### src/rtl/clkfb_pkg.sv
package clkfb_pkg;

    localparam int DATA_W  = 32;
    localparam int AMUX_N  = 4;
    localparam int QUAL_W  = 8;

    // CFG field positions
    localparam int F_AMUX  = 0;
    localparam int F_STBY  = F_AMUX + AMUX_N;
    localparam int F_REF   = F_STBY + 1;
    localparam int F_BYP   = F_REF + 1;
    localparam int F_MEMEN = F_BYP + 1;
    localparam int F_QUAL  = F_MEMEN + 1;
    localparam int F_OVR   = 24;

    // STAT field positions
    localparam int S_PEND  = 0;
    localparam int S_LOCK  = 1;

    localparam logic [QUAL_W-1:0] QUAL_RST = QUAL_W'(4);

    typedef enum logic {
        ADDR_CFG  = 1'b0,
        ADDR_STAT = 1'b1
    } reg_addr_e;

    typedef struct packed {
        logic [QUAL_W-1:0] qual;
        logic              memen;
        logic              byp;
        logic              refs;
        logic              stby;
        logic [AMUX_N-1:0] amux;
    } cfg_t;

    typedef struct packed {
        logic [AMUX_N-1:0] amux;
        logic              stby;
        logic              refs;
        logic              byp;
        logic              memen;
    } sel_t;

    function automatic sel_t safe_sel();
        sel_t s;
        s.amux  = '0;
        s.stby  = 1'b0;
        s.refs  = 1'b1;
        s.byp   = 1'b0;
        s.memen = 1'b0;
        return s;
    endfunction

    function automatic sel_t run_sel(cfg_t c);
        sel_t s;
        s.amux  = c.amux;
        s.stby  = c.stby;
        s.refs  = c.refs;
        s.byp   = c.byp;
        s.memen = c.memen;
        return s;
    endfunction

    function automatic cfg_t cfg_from_word(logic [DATA_W-1:0] w);
        cfg_t c;
        c.amux  = w[F_AMUX +: AMUX_N];
        c.stby  = w[F_STBY];
        c.refs  = w[F_REF];
        c.byp   = w[F_BYP];
        c.memen = w[F_MEMEN];
        c.qual  = w[F_QUAL +: QUAL_W];
        return c;
    endfunction

    function automatic logic [DATA_W-1:0] cfg_to_word(cfg_t c, logic ovr);
        logic [DATA_W-1:0] w;
        w = '0;
        w[F_AMUX +: AMUX_N] = c.amux;
        w[F_STBY]           = c.stby;
        w[F_REF]            = c.refs;
        w[F_BYP]            = c.byp;
        w[F_MEMEN]          = c.memen;
        w[F_QUAL +: QUAL_W] = c.qual;
        w[F_OVR]            = ovr;
        return w;
    endfunction

endpackage

### src/rtl/clkfb_sync.sv
module clkfb_sync #(
    parameter int STAGES = 2
) (
    input  logic clk,
    input  logic rst,
    input  logic d,
    output logic q
);
    logic [STAGES-1:0] chain;

    always_ff @(posedge clk) begin
        if (rst) chain <= '0;
        else     chain <= {chain[STAGES-2:0], d};
    end

    assign q = chain[STAGES-1];
endmodule

### src/rtl/clkfb_regs.sv
module clkfb_regs
    import clkfb_pkg::*;
(
    input  logic              clk,
    input  logic              rst,
    input  logic              wr_en,
    input  logic              wr_addr,
    input  logic [DATA_W-1:0] wr_data,
    input  logic              rd_addr,
    output logic [DATA_W-1:0] rd_data,
    input  logic              hw_clr,
    input  logic              lock_s,
    output cfg_t              cfg_q,
    output logic              ovr_q,
    output logic              pend_q,
    output logic              cfg_wr,
    output logic              stat_clr
);
    logic ovr_d, pend_d, pend_set;

    assign cfg_wr   = wr_en && (reg_addr_e'(wr_addr) == ADDR_CFG);
    assign stat_clr = wr_en && (reg_addr_e'(wr_addr) == ADDR_STAT) && wr_data[S_PEND];
    assign pend_set = cfg_wr && wr_data[F_OVR] && !ovr_q;

    always_comb begin
        ovr_d = ovr_q;
        if (cfg_wr)      ovr_d = wr_data[F_OVR];
        else if (hw_clr) ovr_d = 1'b0;

        pend_d = pend_q;
        if (pend_set)      pend_d = 1'b1;
        else if (stat_clr) pend_d = 1'b0;
    end

    always_ff @(posedge clk) begin
        if (rst) begin
            cfg_q      <= '0;
            cfg_q.qual <= QUAL_RST;
            ovr_q      <= 1'b1;
            pend_q     <= 1'b0;
        end else begin
            if (cfg_wr) cfg_q <= cfg_from_word(wr_data);
            ovr_q  <= ovr_d;
            pend_q <= pend_d;
        end
    end

    always_comb begin
        rd_data = '0;
        if (reg_addr_e'(rd_addr) == ADDR_CFG) begin
            rd_data = cfg_to_word(cfg_q, ovr_q);
        end else begin
            rd_data[S_PEND] = pend_q;
            rd_data[S_LOCK] = lock_s;
        end
    end
endmodule

### src/rtl/clkfb_lockq.sv
module clkfb_lockq
    import clkfb_pkg::*;
(
    input  logic              clk,
    input  logic              rst,
    input  logic              ovr,
    input  logic              lock_s,
    input  logic [QUAL_W-1:0] qual,
    output logic              hw_clr
);
    logic [QUAL_W-1:0] cnt_q;
    logic [QUAL_W-1:0] last;

    assign last   = (qual == '0) ? '0 : qual - 1'b1;
    assign hw_clr = ovr && lock_s && (cnt_q >= last);

    always_ff @(posedge clk) begin
        if (rst)                   cnt_q <= '0;
        else if (!ovr || !lock_s)  cnt_q <= '0;
        else if (hw_clr)           cnt_q <= '0;
        else                       cnt_q <= cnt_q + 1'b1;
    end
endmodule

### src/rtl/clkfb_outsel.sv
module clkfb_outsel
    import clkfb_pkg::*;
(
    input  logic              clk,
    input  logic              rst,
    input  logic              ovr,
    input  cfg_t              cfg,
    output logic [AMUX_N-1:0] amux_sel,
    output logic              stby_sel,
    output logic              ref_sel,
    output logic              pll_bypass,
    output logic              memclk_en
);
    sel_t nxt, rst_val;

    assign rst_val = safe_sel();
    assign nxt     = ovr ? safe_sel() : run_sel(cfg);

    for (genvar i = 0; i < AMUX_N; i++) begin : g_amux
        always_ff @(posedge clk) begin
            if (rst) amux_sel[i] <= rst_val.amux[i];
            else     amux_sel[i] <= nxt.amux[i];
        end
    end

    always_ff @(posedge clk) begin
        if (rst) begin
            stby_sel   <= rst_val.stby;
            ref_sel    <= rst_val.refs;
            pll_bypass <= rst_val.byp;
            memclk_en  <= rst_val.memen;
        end else begin
            stby_sel   <= nxt.stby;
            ref_sel    <= nxt.refs;
            pll_bypass <= nxt.byp;
            memclk_en  <= nxt.memen;
        end
    end
endmodule

### src/rtl/clkfb_ctrl.sv
module clkfb_ctrl
    import clkfb_pkg::*;
#(
    parameter int SYNC_STAGES = 2
) (
    input  logic              clk,
    input  logic              rst,
    input  logic              wr_en,
    input  logic              wr_addr,
    input  logic [DATA_W-1:0] wr_data,
    input  logic              rd_addr,
    output logic [DATA_W-1:0] rd_data,
    input  logic              pll_lock,
    output logic              irq,
    output logic [AMUX_N-1:0] amux_sel,
    output logic              stby_sel,
    output logic              ref_sel,
    output logic              pll_bypass,
    output logic              memclk_en
);
    cfg_t cfg_q;
    logic ovr_q, pend_q, lock_s, hw_clr, cfg_wr, stat_clr;

    clkfb_sync #(.STAGES(SYNC_STAGES)) u_sync (
        .clk (clk),
        .rst (rst),
        .d   (pll_lock),
        .q   (lock_s)
    );

    clkfb_regs u_regs (
        .clk      (clk),
        .rst      (rst),
        .wr_en    (wr_en),
        .wr_addr  (wr_addr),
        .wr_data  (wr_data),
        .rd_addr  (rd_addr),
        .rd_data  (rd_data),
        .hw_clr   (hw_clr),
        .lock_s   (lock_s),
        .cfg_q    (cfg_q),
        .ovr_q    (ovr_q),
        .pend_q   (pend_q),
        .cfg_wr   (cfg_wr),
        .stat_clr (stat_clr)
    );

    clkfb_lockq u_lockq (
        .clk    (clk),
        .rst    (rst),
        .ovr    (ovr_q),
        .lock_s (lock_s),
        .qual   (cfg_q.qual),
        .hw_clr (hw_clr)
    );

    clkfb_outsel u_out (
        .clk        (clk),
        .rst        (rst),
        .ovr        (ovr_q),
        .cfg        (cfg_q),
        .amux_sel   (amux_sel),
        .stby_sel   (stby_sel),
        .ref_sel    (ref_sel),
        .pll_bypass (pll_bypass),
        .memclk_en  (memclk_en)
    );

    assign irq = pend_q;
endmodule

### config.mk
export PLATFORM = sky130hd
export DESIGN_NAME = clkfb_ctrl
export DESIGN_NICKNAME = d
export VERILOG_FILES = /design/src/rtl/clkfb_pkg.sv /design/src/rtl/clkfb_sync.sv /design/src/rtl/clkfb_regs.sv /design/src/rtl/clkfb_lockq.sv /design/src/rtl/clkfb_outsel.sv /design/src/rtl/clkfb_ctrl.sv
export SDC_FILE = /design/constraint.sdc
export NUM_CORES = 1
export LEC_CHECK = 0
export BUFFER_PORTS_ARGS = -buffer_cell sky130_fd_sc_hd__buf_2
export CAP_MARGIN = 25
export CORE_MARGIN = 2
export CORE_UTILIZATION = 35
export DETAILED_ROUTE_END_ITERATION = 16
export GPL_ROUTABILITY_DRIVEN = 0
export PLACE_DENSITY_LB_ADDON = 0.05
export RECOVER_POWER = 100
export SYNTH_ARGS = -nofsm -noshare
export SYNTH_HDL_FRONTEND = slang
export SYNTH_SLANG_ARGS = --single-unit
### constraint.sdc
create_clock -name clk -period 2.3 [get_ports clk]
set_input_delay 0.345 -clock clk [delete_from_list [all_inputs] [get_ports clk]]
set_output_delay 0.345 -clock clk [all_outputs]
set_load 0.1 [all_outputs]
# After elaboration in Yosys (flattened, before gate mapping)
# Cells that the tools add are included.
dict set report classes {
  add_sub_neg 2
  order_cmp 1
  mux 7
  n_bitwise 1
  reduce_logical 15
}
# operator count
set op_table {}
lappend op_table {{23-bit two-way mux} 1}
lappend op_table {{8-bit by 1-bit adder with 8-bit output, second input constant} 1}
lappend op_table {{8-bit greater-or-equal comparator} 1}
lappend op_table {{8-bit zero test} 1}
lappend op_table {{8-bit two-way mux} 1}
lappend op_table {{8-bit by 1-bit subtractor with 8-bit output, second input constant} 1}
lappend op_table {{1-bit logical AND} 7}
lappend op_table {{1-bit two-way mux} 4}
lappend op_table {{2-bit nonzero test} 2}
lappend op_table {{3-bit OR reduction} 1}
lappend op_table {{1-bit zero test} 2}
lappend op_table {{2-bit two-way mux} 1}
lappend op_table {{2-bit OR reduction} 1}
lappend op_table {{1-bit logical OR} 1}
lappend op_table {{1-bit inverter} 1}
dict set report word_totals {
  regBits 36
  output_inout_bits 41
  wordCells 44
}

# Longest topological paths before layout
# Gate-level depths: netlist of run 1.
dict set report logic_depth {
  word_depth 6
  ltp_mapped 10
}

# Hierarchy
# From an unflattened synthesis of run 1, not the netlist that was laid out.
dict set report unflattened {
  hier_cells 216
  hier_area_um2 1853.0
}
# module instances cells_each area_each_um2 seq_area_each_um2
set modules_own_cells {}
lappend modules_own_cells {clkfb_regs 1 114 909.6 360.3}
lappend modules_own_cells {clkfb_lockq 1 80 655.6 160.2}
lappend modules_own_cells {clkfb_outsel 1 18 235.2 160.2}
lappend modules_own_cells {clkfb_sync 1 4 52.6 40.0}

# Worst setup path before layout of run 1
# Ideal clock, no wire load.
dict set report synth_path {
  path_type {register -> register}
  start {register u_regs.cfg_q[8] (netlist name)}
  end {register u_lockq.cnt_q[2]}
  arrival_ns 2.440
  path_slack_ns -0.207
  path_stages_with_launch 11
  cell_sequence {dfxtp_1 -> inv_1 -> ha_1 -> nand3b_1 -> or4_4 -> and2_1 -> ha_1 -> nand2b_4 -> a2111oi_4 -> o2111ai_2 -> nor2_1}
}
dict set report synth_via {
  elab_chain_len 5
}
# element line_no
set synth_rtl {}
lappend synth_rtl {{8-bit by 1-bit subtractor with 8-bit output / 8-bit zero test (equally long branches)} clkfb_lockq.sv:14} ;# assign last = (qual == '0) ? '0 : qual - 1'b1;
lappend synth_rtl {{8-bit two-way mux *} clkfb_lockq.sv:14}
lappend synth_rtl {{8-bit greater-or-equal comparator *} clkfb_lockq.sv:15} ;# assign hw_clr = ovr && lock_s && (cnt_q >= last);
lappend synth_rtl {{1-bit logical AND *} clkfb_lockq.sv:15}
lappend synth_rtl {{3-bit OR reduction (no line) *} -}
lappend synth_rtl {{end signal, assigned} clkfb_lockq.sv:21} ;# else cnt_q <= cnt_q + 1'b1;
lappend synth_rtl {{end, declared} clkfb_lockq.sv:11} ;# logic [QUAL_W-1:0] cnt_q;
# Every way passes the cells marked *; elsewhere a longest branch is shown, timed or not.
# A chain may end at the register's enable or synchronous reset.

# Final worst setup path of run 1
dict set report layout_path {
  start {register u_regs.cfg_q[9] (netlist name)}
  end {register u_lockq.cnt_q[4]}
}
dict set report layout_via {
  elab_chain_len 5
}
# element line_no
set layout_rtl {}
lappend layout_rtl {{8-bit by 1-bit subtractor with 8-bit output / 8-bit zero test (equally long branches)} clkfb_lockq.sv:14}
lappend layout_rtl {{8-bit two-way mux *} clkfb_lockq.sv:14}
lappend layout_rtl {{8-bit greater-or-equal comparator *} clkfb_lockq.sv:15}
lappend layout_rtl {{1-bit logical AND *} clkfb_lockq.sv:15}
lappend layout_rtl {{3-bit OR reduction (no line) *} -}
# Marked as above.

==> metrics.cfg, run 1 <==
[status]
status=finished, violations left
violations=negative setup slack

[placed_design]
port_buffers=48
dp_hpwl_microns=2988
dp_cells=345
dpl-instance-area_sq_mm=0.002238

[global_route]
grt-ovfl-total=0
grt_antenna_before_repair=0
grt_max_degree=24
grt_pass1_vias=1375
grt_usage=0.1425
grt_pass1_wl_microns=6520

[power]
leakage_uw=0.001016
ir_drop_mv=0.2703
p_total_uw=1485
cellPowerDensity_mw_per_mm2=640.3

[logic_synthesis]
synth_top_cell_by_area=dfxtp_1
synthTopCellsByCount=nand2_1, dfxtp_1, a21oi_1, nor2_1
ys.flop_type=dfxtp_1
syn-cell-area_sq_mm=0.001827
synth_most_common_cell=nand2_1
syn_inst=216
netlist.area_leader.share=0.3945
yosysWarnings=0
ys_seq_area_frac=0.3945
synth_edf_count=0
ys_ff_latch=36
synth_area_per_cell_sq_um=8.457
ys_async_sr_fraction=0
synth.distinct_cells=34
synth_area_leaders=dfxtp_1, nand2_1, ha_1, buf_4, nor2b_1

[sta]
slew_viol_final=0
setup_tns_ps=-1463
fin_crit_sh=1.078
fmax_ghz=0.4034
skew_ps=2.898
rsz0062_at_grt=true
fin_ws_ps=-178.9
hold_viol=0
setup_viol=9
min_period_ps=2479
tightest_slew_ps=1185
relSlewSlack=0.2134

[detailed_routing]
drc_errors=0
vias=1518
first_pass_iters=4
ant_nets=0
avgViaCountPerCell=4.288
routedWlPerCell_microns=11.15
drt_iter0_markers=34
wirelength_microns=3947

[clocking]
cts-root-buf=clkbuf_8
cts_buffers=5
htreeDepth=2
cts_sinks=36
clk_pin_slew_ps=70
worstSkewPairLatency_ps=290
clk_path_buf_depth=2
cts_tree=yes
hold_buffers=0

[floorplan]
die_area_sq_mm=0.005813
start_util=0.3600
coreArea_sq_mm=0.005075
num_rows=26
die_y_microns=76.25
io-pin-count=79
die_w_microns=76.25

[critical_path]
reg2reg_depth=10
worstPathRequired_ps=2520
cp-end-kind=register
startpoint_type=register
cp.arrival_ps=2700
critPathMaxFanout=8
path_class=register to register

[cells_and_area]
diodes=0
fin_util=0.4571
drive_gt1_frac=0.2535
fillers=558
fin_area_sq_mm=0.002320
synthToLayoutAreaGrowth_pct=26.99
nNetsFinal=331
finalNonFillerCells=354

[flow_run]
cap_viol_max_count=0

[hold_path]
hold_path_depth=2
hp-class=input pin to register

final cells by class:
class,instances,area (sq um),area share
clock buffers,7,76.32,0.03290
flip-flops and latches,36,723.2,0.3118
inverters,7,26.28,0.01133
repair buffers,68,367.9,0.1586
clock inverters,1,8.758,0.003776
multi-input cells,165,1030,0.4439
well taps,70,87.58,0.03776
metal layers:
metal / GRT usage / part of all wire
met3: 0.03555 / 0.041
met5: 0 / 0
met4: 0.06545 / 0.018
met1: 0.1944 / 0.48
met2: 0.2115 / 0.46
sequential cells by signal, indices dropped and copies added (netlist names):
signal and cells:
u_lockq.cnt_q 8, u_out.amux_sel 4, u_out.memclk_en 1, u_out.pll_bypass 1, u_out.ref_sel 1, u_out.stby_sel 1
u_regs.cfg_q 16, u_regs.ovr_q 1, u_regs.pend_q 1, u_sync.chain 2
kinds of logic (layout without fill, tap and decap cells):
group / count (synthesis) / in the layout / synth area share
compound gates: 28 / 28 / 0.1048
xor+xnor: 9 / 9 / 0.04315
fa+ha+maj: 10 / 10 / 0.06849
buf+inv: 29 / 83 / 0.09178
flops: 36 / 36 / 0.3945
mux: 3 / 3 / 0.01781
other cells: 1 / 15 / 0.002053
simple gates: 100 / 100 / 0.2774
critical path, stage by stage (launching register included):
cell	delay, ps
dfxtp_2	340
inv_2	70
ha_4	140
nand3b_1	90
or4_4	530
and2_4	170
ha_4	200
nand2b_4	140
a2111oi_4	390
o2111ai_4	220
nor2_1	140
per-stage QoR:
stage / setup slack (ps) / hold slack, ps
floorplan: -44.78 / 413.8
global placement: -240.3 / 444.2
detailed placement: -254.5 / 456.1
CTS: -222.5 / 253.6
global route: -335.1 / 265.9
finish: -178.9 / 265.6
where the power goes:
| part | switching [uW] | internal (uW) | total [uW] |
|---|---|---|---|
| clock network | 228 | 216 | 444 |
| logic | 289 | 98.5 | 387 |
| registers | 12.5 | 641 | 654 |
| total | 529 | 956 | 1490 |
placed cells by master, fill, tap and decap left out, types with 7 or more instances in the layout:
master     n
clkbuf_1  18
clkbuf_2  12
buf_2     21
dfxtp_1   34
a21oi_1   17
buf_4     19
nor2_1    17
conb_1    15
ha_1       8
xor2_1     7
nand3_1    7
nand2_1   41
nor2b_1   15
path summary, 6_finish.rpt:
| path | startpoint | end | slack (ps) |
|---|---|---|---|
| max | u_regs.cfg_q[9]$_SDFFE_PP0P_ | u_lockq.cnt_q[4]$_SDFF_PP0_ | -180 |
| min | pll_lock | u_sync.chain[0]$_SDFF_PP0_ | 270 |
| max reg2reg | u_regs.cfg_q[9]$_SDFFE_PP0P_ | u_lockq.cnt_q[4]$_SDFF_PP0_ | -180 |
| min reg2reg | u_sync.chain[0]$_SDFF_PP0_ | u_sync.chain[1]$_SDFF_PP0_ | 460 |
repair_timing:
item                                    in CTS  in global routing
buffers inserted                             0                  1
pin swaps                                    1                  1
resized for setup                            1                  0
endpoints found under the setup margin       9                  9
(Power assumes the default switching activity.)
==> run 2: changes to the inputs <==
--- a/config.mk
+++ b/config.mk
@@ -13,6 +13,7 @@
 export GPL_ROUTABILITY_DRIVEN = 0
 export PLACE_DENSITY_LB_ADDON = 0.05
 export RECOVER_POWER = 100
+export REMOVE_ABC_BUFFERS = 1
 export SYNTH_ARGS = -nofsm -noshare
 export SYNTH_HDL_FRONTEND = slang
 export SYNTH_SLANG_ARGS = --single-unit
==> constraint.sdc (replaced) <==
create_clock -name clk -period 2.1 [get_ports clk]
set_input_delay 0.315 -clock clk [delete_from_list [all_inputs] [get_ports clk]]
set_output_delay 0.315 -clock clk [all_outputs]
set_load 0.1 [all_outputs]
==> run 2 against run 1 <==
  * The run still ends with negative setup slack left
  * Clock-buffer cell count is 2 lower
  * Die area stayed put
  * Cell count increased by 2.5%
  * Largest power group unchanged
  * Combinational power grew 16%
  * Core utilization up 2.9 points
  * Clock power up 36%
  * Maximum frequency is 0.11% higher
==> metrics.cfg, run 2 (synthesis results as in run 1) <==
[status]
status=finished, violations left
violations=negative setup slack

[sta]
relSlewSlack=0.2263  ; +0.01282
hold_viol=0  ; unchanged
min_period_ps=2476  ; -2.694 ps
rsz0062_at_grt=true
slew_viol_final=0  ; unchanged
fin_crit_sh=1.179  ; +0.1014
fmax_ghz=0.4038  ; +0.11%
tightest_slew_ps=1166  ; -19.31 ps
setup_viol=9  ; unchanged
setup_tns_ps=-3188  ; -1725 ps
skew_ps=7.164  ; +4.266 ps
fin_ws_ps=-376.2  ; -197.3 ps

[placed_design]
port_buffers=48  ; unchanged
dp_hpwl_microns=3030  ; +1.4%
dpl-instance-area_sq_mm=0.002231  ; -0.34%

[cells_and_area]
nNetsFinal=340  ; +2.7%
diodes=0  ; unchanged
synthToLayoutAreaGrowth_pct=34.93
top_regs=u_regs.cfg_q: 16 flops, u_lockq.cnt_q: 8 flops, u_out.amux_sel: 4 flops
mostFrequentLayoutCell=nand2_1
fin_area_sq_mm=0.002465  ; +6.3%
mostFrequentLayoutCells=nand2_1, dfxtp_1, buf_4
largest_register=u_regs.cfg_q
largest_reg_flops=16  ; unchanged
drive_gt1_frac=0.3072  ; +0.05365

[global_route]
grt_antenna_before_repair=0  ; unchanged
grt-ovfl-total=0  ; unchanged
grt_pass1_wl_microns=7141  ; +9.5%
grt_usage=0.1506  ; +0.008091
grt_max_degree=24  ; unchanged
grt_pass1_vias=1530  ; +11%

[detailed_routing]
wirelength_microns=4198  ; +6.4%
wl_met2_microns=1852  ; +1.8%
first_pass_iters=4  ; unchanged
drc_errors=0  ; unchanged
vias=1593  ; +4.9%
dr_wl_met3_microns=266  ; +63%
avgViaCountPerCell=4.388  ; +2.3%
top_signal_layer_used=met4
drt-met1-wl_microns=2023  ; +6.9%
routedWlPerCell_microns=11.56  ; +3.7%
ant_nets=0  ; unchanged
drt_iter0_markers=45  ; +32%

[floorplan]
coreArea_sq_mm=0.005075  ; unchanged
io-pin-count=79  ; unchanged
die_w_microns=76.25  ; unchanged
num_rows=26  ; unchanged
start_util=0.3600  ; unchanged
die_area_sq_mm=0.005813  ; unchanged
die_y_microns=76.25  ; unchanged

[clocking]
worstSkewPairLatency_ps=280  ; about the same
clk_path_buf_depth=2  ; unchanged
cts-root-buf=clkbuf_8
cts_sinks=36  ; unchanged
hold_buffers=0  ; unchanged
clk_pin_slew_ps=70  ; about the same
htreeDepth=2  ; unchanged
cts_tree=yes
cts_buffers=5  ; unchanged

[power]
cellPowerDensity_mw_per_mm2=715.8  ; +12%
leakage_uw=0.001078  ; +6.0%
p_total_uw=1764  ; +19%
ir_drop_mv=0.3916  ; +45%

[critical_path]
startpoint=u_regs.cfg_q[8]$_SDFFE_PP0P_
worstPathRequired_ps=2270  ; -250 ps
startpoint_type=register
critPathMaxFanout=8  ; unchanged
cp-end-kind=register
r2r-start=u_regs.cfg_q[8]$_SDFFE_PP0P_
path_class=register to register
cp.arrival_ps=2650  ; -50 ps

[flow_run]
cap_viol_max_count=0  ; unchanged

[hold_path]
hold_start=wr_data[10]
hp-class=input pin to register

==> run 2: final timing paths <==
path | to | slack [ps] | cells after the start
max | u_lockq.cnt_q[7]$_SDFF_PP0_ | -380 | 11
min | u_regs.cfg_q[10]$_SDFFE_PP1P_ | 240 | 3
max reg2reg | u_lockq.cnt_q[7]$_SDFF_PP0_ | -380 | 11
min reg2reg | u_sync.chain[1]$_SDFF_PP0_ | 440 | 1
==> run 2: power by group <==
| part | leakage [uW] | total (uW) | internal [uW] | switching (uW) |
|---|---|---|---|---|
| Combinational | 0.000730 | 447 | 123 | 324 |
| Sequential | 0.000294 | 715 | 702 | 13.0 |
| Clock | 0.0000541 | 602 | 351 | 251 |
| Total | 0.00108 | 1760 | 1180 | 588 |
==> run 2: worst max-delay path, stage by stage (launching register included) <==
cell       delay, ps
dfxtp_2          330
buf_6            110
or4_4            570
nor4_4           170
nand3_1          100
o21a_1           140
ha_4             270
nand2_2           50
a211o_1          240
o2111ai_2        180
buf_6            160
nor2_1            50
==> run 2: repair_timing <==
action                                  in CTS  in global routing
endpoints found under the hold margin        0                  0
endpoints found under the setup margin       9                 10
pin swaps                                    7                  2
buffers inserted                             6                  1
resized for setup                           15                  7
==> run 2: area by class of cell <==
cell class / count / area, sq um
well taps: 70 / 87.58
flip-flops and latches: 36 / 723.2
clock buffers: 5 / 68.82
multi-input cells: 165 / 1064
fillers: 536 / 2610
repair buffers: 77 / 452.9
clock inverters: 3 / 42.54
inverters: 7 / 26.28
==> run 2: layer usage <==
layer	GRT usage	up-vias
met3	0.04384	6
met2	0.2354	49
li1	-	828
met5	0	-
met4	0.05455	0
met1	0.1976	710
==> run 2: metrics by stage <==
step           cells    util  worst slack, ps  hold slack (ps)
6_report         363  0.4857           -376.2            239.6
3_5_place_dp     348  0.4396           -440.1            429.3
3_3_place_gp     348  0.4396           -384.4            428.6
5_1_grt          363  0.4857           -509.7            242.5
4_1_cts          362  0.4837           -375.0            230.2
2_1_floorplan    208       -           -407.4            384.1
==> run 3: changes to the inputs <==
--- a/config.mk
+++ b/config.mk
@@ -12,8 +12,9 @@
 export DETAILED_ROUTE_END_ITERATION = 16
 export GPL_ROUTABILITY_DRIVEN = 0
 export PLACE_DENSITY_LB_ADDON = 0.05
-export RECOVER_POWER = 100
+export RECOVER_POWER = 25
 export REMOVE_ABC_BUFFERS = 1
+export SKIP_CTS_REPAIR_TIMING = 1
 export SYNTH_ARGS = -nofsm -noshare
 export SYNTH_HDL_FRONTEND = slang
 export SYNTH_SLANG_ARGS = --single-unit
==> run 3 against run 2 <==
  * The run still ends with negative setup slack left
  * Sequential power about the same
  * Clock power about the same
  * Non-clock buffer count decreased by 7
  * Routed wire length decreased by 3.2%
  * Design area decreased by 3.9%
  * Flip-flop and latch count unchanged
  * Register-to-register slack about the same
  * Die area unchanged
  * Power decreased by 1.3%
  * Setup slack improved by 3.4 ps
==> metrics.cfg, run 3 (synthesis results as in run 1) <==
[detailed_routing]
routedWlPerCell_microns=11.41  ; -1.3%
avgViaCountPerCell=4.390  ; about the same
wirelength_microns=4063  ; -3.2%
drc_errors=0  ; unchanged
drt_iter0_markers=53  ; +18%
vias=1563  ; -1.9%
ant_nets=0  ; unchanged
first_pass_iters=4  ; unchanged

[status]
status=finished, violations left
violations=negative setup slack

[global_route]
grt_pass1_wl_microns=6934  ; -2.9%
grt_usage=0.1459  ; -0.004762
grt-ovfl-total=0  ; unchanged
grt_antenna_before_repair=0  ; unchanged
grt_max_degree=24  ; unchanged
grt_pass1_vias=1503  ; -1.8%

[clocking]
clk_pin_slew_ps=70  ; about the same
clk_path_buf_depth=2  ; unchanged
cts_tree=yes
htreeDepth=2  ; unchanged
cts_buffers=5  ; unchanged
cts_sinks=36  ; unchanged
cts-root-buf=clkbuf_8
worstSkewPairLatency_ps=280  ; about the same

[placed_design]
dp_hpwl_microns=3030  ; unchanged
port_buffers=48  ; unchanged
post-place-ws_ps=-440.1  ; unchanged

[cells_and_area]
largest_register=u_regs.cfg_q
nNetsFinal=333  ; -2.1%
diodes=0  ; unchanged
fin_util=0.4667  ; -0.01898
fillers=546  ; +1.9%
largest_reg_flops=16  ; unchanged
mostFrequentLayoutCell=buf_2
mostFrequentLayoutCells=buf_2, nand2_1, dfxtp_1
drive_gt1_frac=0.3182  ; +0.01101
top_regs=u_regs.cfg_q: 16 flops, u_lockq.cnt_q: 8 flops, u_out.amux_sel: 4 flops
synthToLayoutAreaGrowth_pct=29.66

[critical_path]
path_cells=buf_4 > or4_4 > nor4_4 > nand3_1 > o21a_1 > ha_4 > nand2_2 > a211o_1 > o2111ai_2 > buf_6 > nor2_1
r2r_setup_slack_ps=-370  ; about the same
rr_endpoint=u_lockq.cnt_q[6]$_SDFF_PP0_
worstPathRequired_ps=2280  ; about the same
startpoint_type=register
r2r-start=u_regs.cfg_q[9]$_SDFFE_PP0P_
critPathMaxFanout=8  ; unchanged
cp.buffers_inverters=2  ; unchanged
reg2reg_depth=11  ; unchanged
critPathMaxStageDelay_ps=550  ; -20 ps
cpLargestDelayFamily=simple AND/OR/NAND/NOR gates
cp.arrival_ps=2650  ; about the same
cp-end-kind=register
crit_slowest_cell=or4_4
path_class=register to register

[floorplan]
start_util=0.3600  ; unchanged
die_area_sq_mm=0.005813  ; unchanged
die_w_microns=76.25  ; unchanged
die_y_microns=76.25  ; unchanged
num_rows=26  ; unchanged
io-pin-count=79  ; unchanged
coreArea_sq_mm=0.005075  ; unchanged

[power]
p_total_uw=1742  ; -1.3%
cellPowerDensity_mw_per_mm2=735.3  ; +2.7%
p_comb_frac=0.244  ; -0.009
ir_drop_mv=0.3928  ; +0.31%
p_sw_frac=0.3326  ; -0.0004102
seqPwrFrac=0.410  ; +0.005
switching_power_uw=579.3  ; -1.4%
p_int_uw=1162  ; -1.2%
power_frac_clock=0.345  ; +0.004
leakage_uw=0.001096  ; +1.8%

[hold_path]
whs_endpoint=u_regs.cfg_q[10]$_SDFFE_PP1P_
hold_path_depth=3  ; unchanged
hold_start=wr_data[10]
hp-class=input pin to register

[sta]
hold_viol=0  ; unchanged
setup_viol=9  ; unchanged
tightest_slew_ps=995.5  ; -170.1 ps
relSlewSlack=0.3364  ; +0.1101
slew_viol_final=0  ; unchanged
min_period_ps=2473  ; -3.374 ps
fin_ws_ps=-372.9  ; +3.374 ps
fin_crit_sh=1.178  ; -0.001607
skew_ps=7.547  ; +0.3832 ps
rsz0062_at_grt=true
fmax_ghz=0.4044  ; +0.14%

[flow_run]
cap_viol_max_count=0  ; unchanged

==> run 3: changes by cell type in the layout (fill, tap and decap cells not counted), sizes merged <==
cell    previous run  this run
clkbuf            35         7
buf               47        68
==> run 3: worst max-delay path by stage <==
stage	from	endpoint	slack (ps)	cells past startpoint
2_1_floorplan	u_regs.cfg_q[8]$_SDFFE_PP0P_	u_lockq.cnt_q[2]$_SDFF_PP0_	-410	10
3_3_place_gp	u_regs.cfg_q[8]$_SDFFE_PP0P_	u_lockq.cnt_q[3]$_SDFF_PP0_	-380	11
3_5_place_dp	u_regs.cfg_q[9]$_SDFFE_PP0P_	u_lockq.cnt_q[5]$_SDFF_PP0_	-440	11
4_1_cts	u_regs.cfg_q[9]$_SDFFE_PP0P_	u_lockq.cnt_q[7]$_SDFF_PP0_	-460	11
5_1_grt	u_regs.cfg_q[8]$_SDFFE_PP0P_	u_lockq.cnt_q[2]$_SDFF_PP0_	-500	11
6_report	u_regs.cfg_q[9]$_SDFFE_PP0P_	u_lockq.cnt_q[6]$_SDFF_PP0_	-370	11
==> run 3: metrics by stage <==
step	std cells	cell area, sq um	setup TNS, ps	hold WS, ps
3_3_place_gp	348	2231	-3243	428.6
4_1_cts	356	2342	-3881	230.2
5_1_grt	356	2369	-4304	242.6
2_1_floorplan	208	1738	-3567	384.1
3_5_place_dp	348	2231	-3700	429.3
6_report	356	2369	-3176	241.4
==> run 3: power groups by stage <==
stage,Sequential (uW),Combinational [uW],Clock [uW]
2_1_floorplan,743,309,0
6_report,715,425,601
5_1_grt,718,454,658
3_3_place_gp,731,421,0
3_5_place_dp,730,423,0
4_1_cts,714,423,621
==> run 3: routing by layer <==
layer / global-route usage / up-vias / part of all wire
met4: 0.05455 / 0 / 0.014
met5: 0 / - / 0
met2: 0.2257 / 45 / 0.44
li1: - / 813 / -
met3: 0.04384 / 6 / 0.061
met1: 0.1917 / 699 / 0.49
==> run 3: cell type report <==
class                   count  area [sq um]  area share
inverters                   7         26.28     0.01109
well taps                  70         87.58     0.03698
clock inverters             3         42.54     0.01796
flip-flops and latches     36         721.9      0.3048
clock buffers               5         68.82     0.02905
multi-input cells         165          1013      0.4279
repair buffers             70         407.9      0.1722
==> run 3: worst register-to-register path: stages (launching register included) <==
cell       delay (ps)
dfxtp_1           320
buf_4             140
or4_4             550
nor4_4            170
nand3_1           100
o21a_1            140
ha_4              270
nand2_2            50
a211o_1           240
o2111ai_2         180
buf_6             160
nor2_1             50
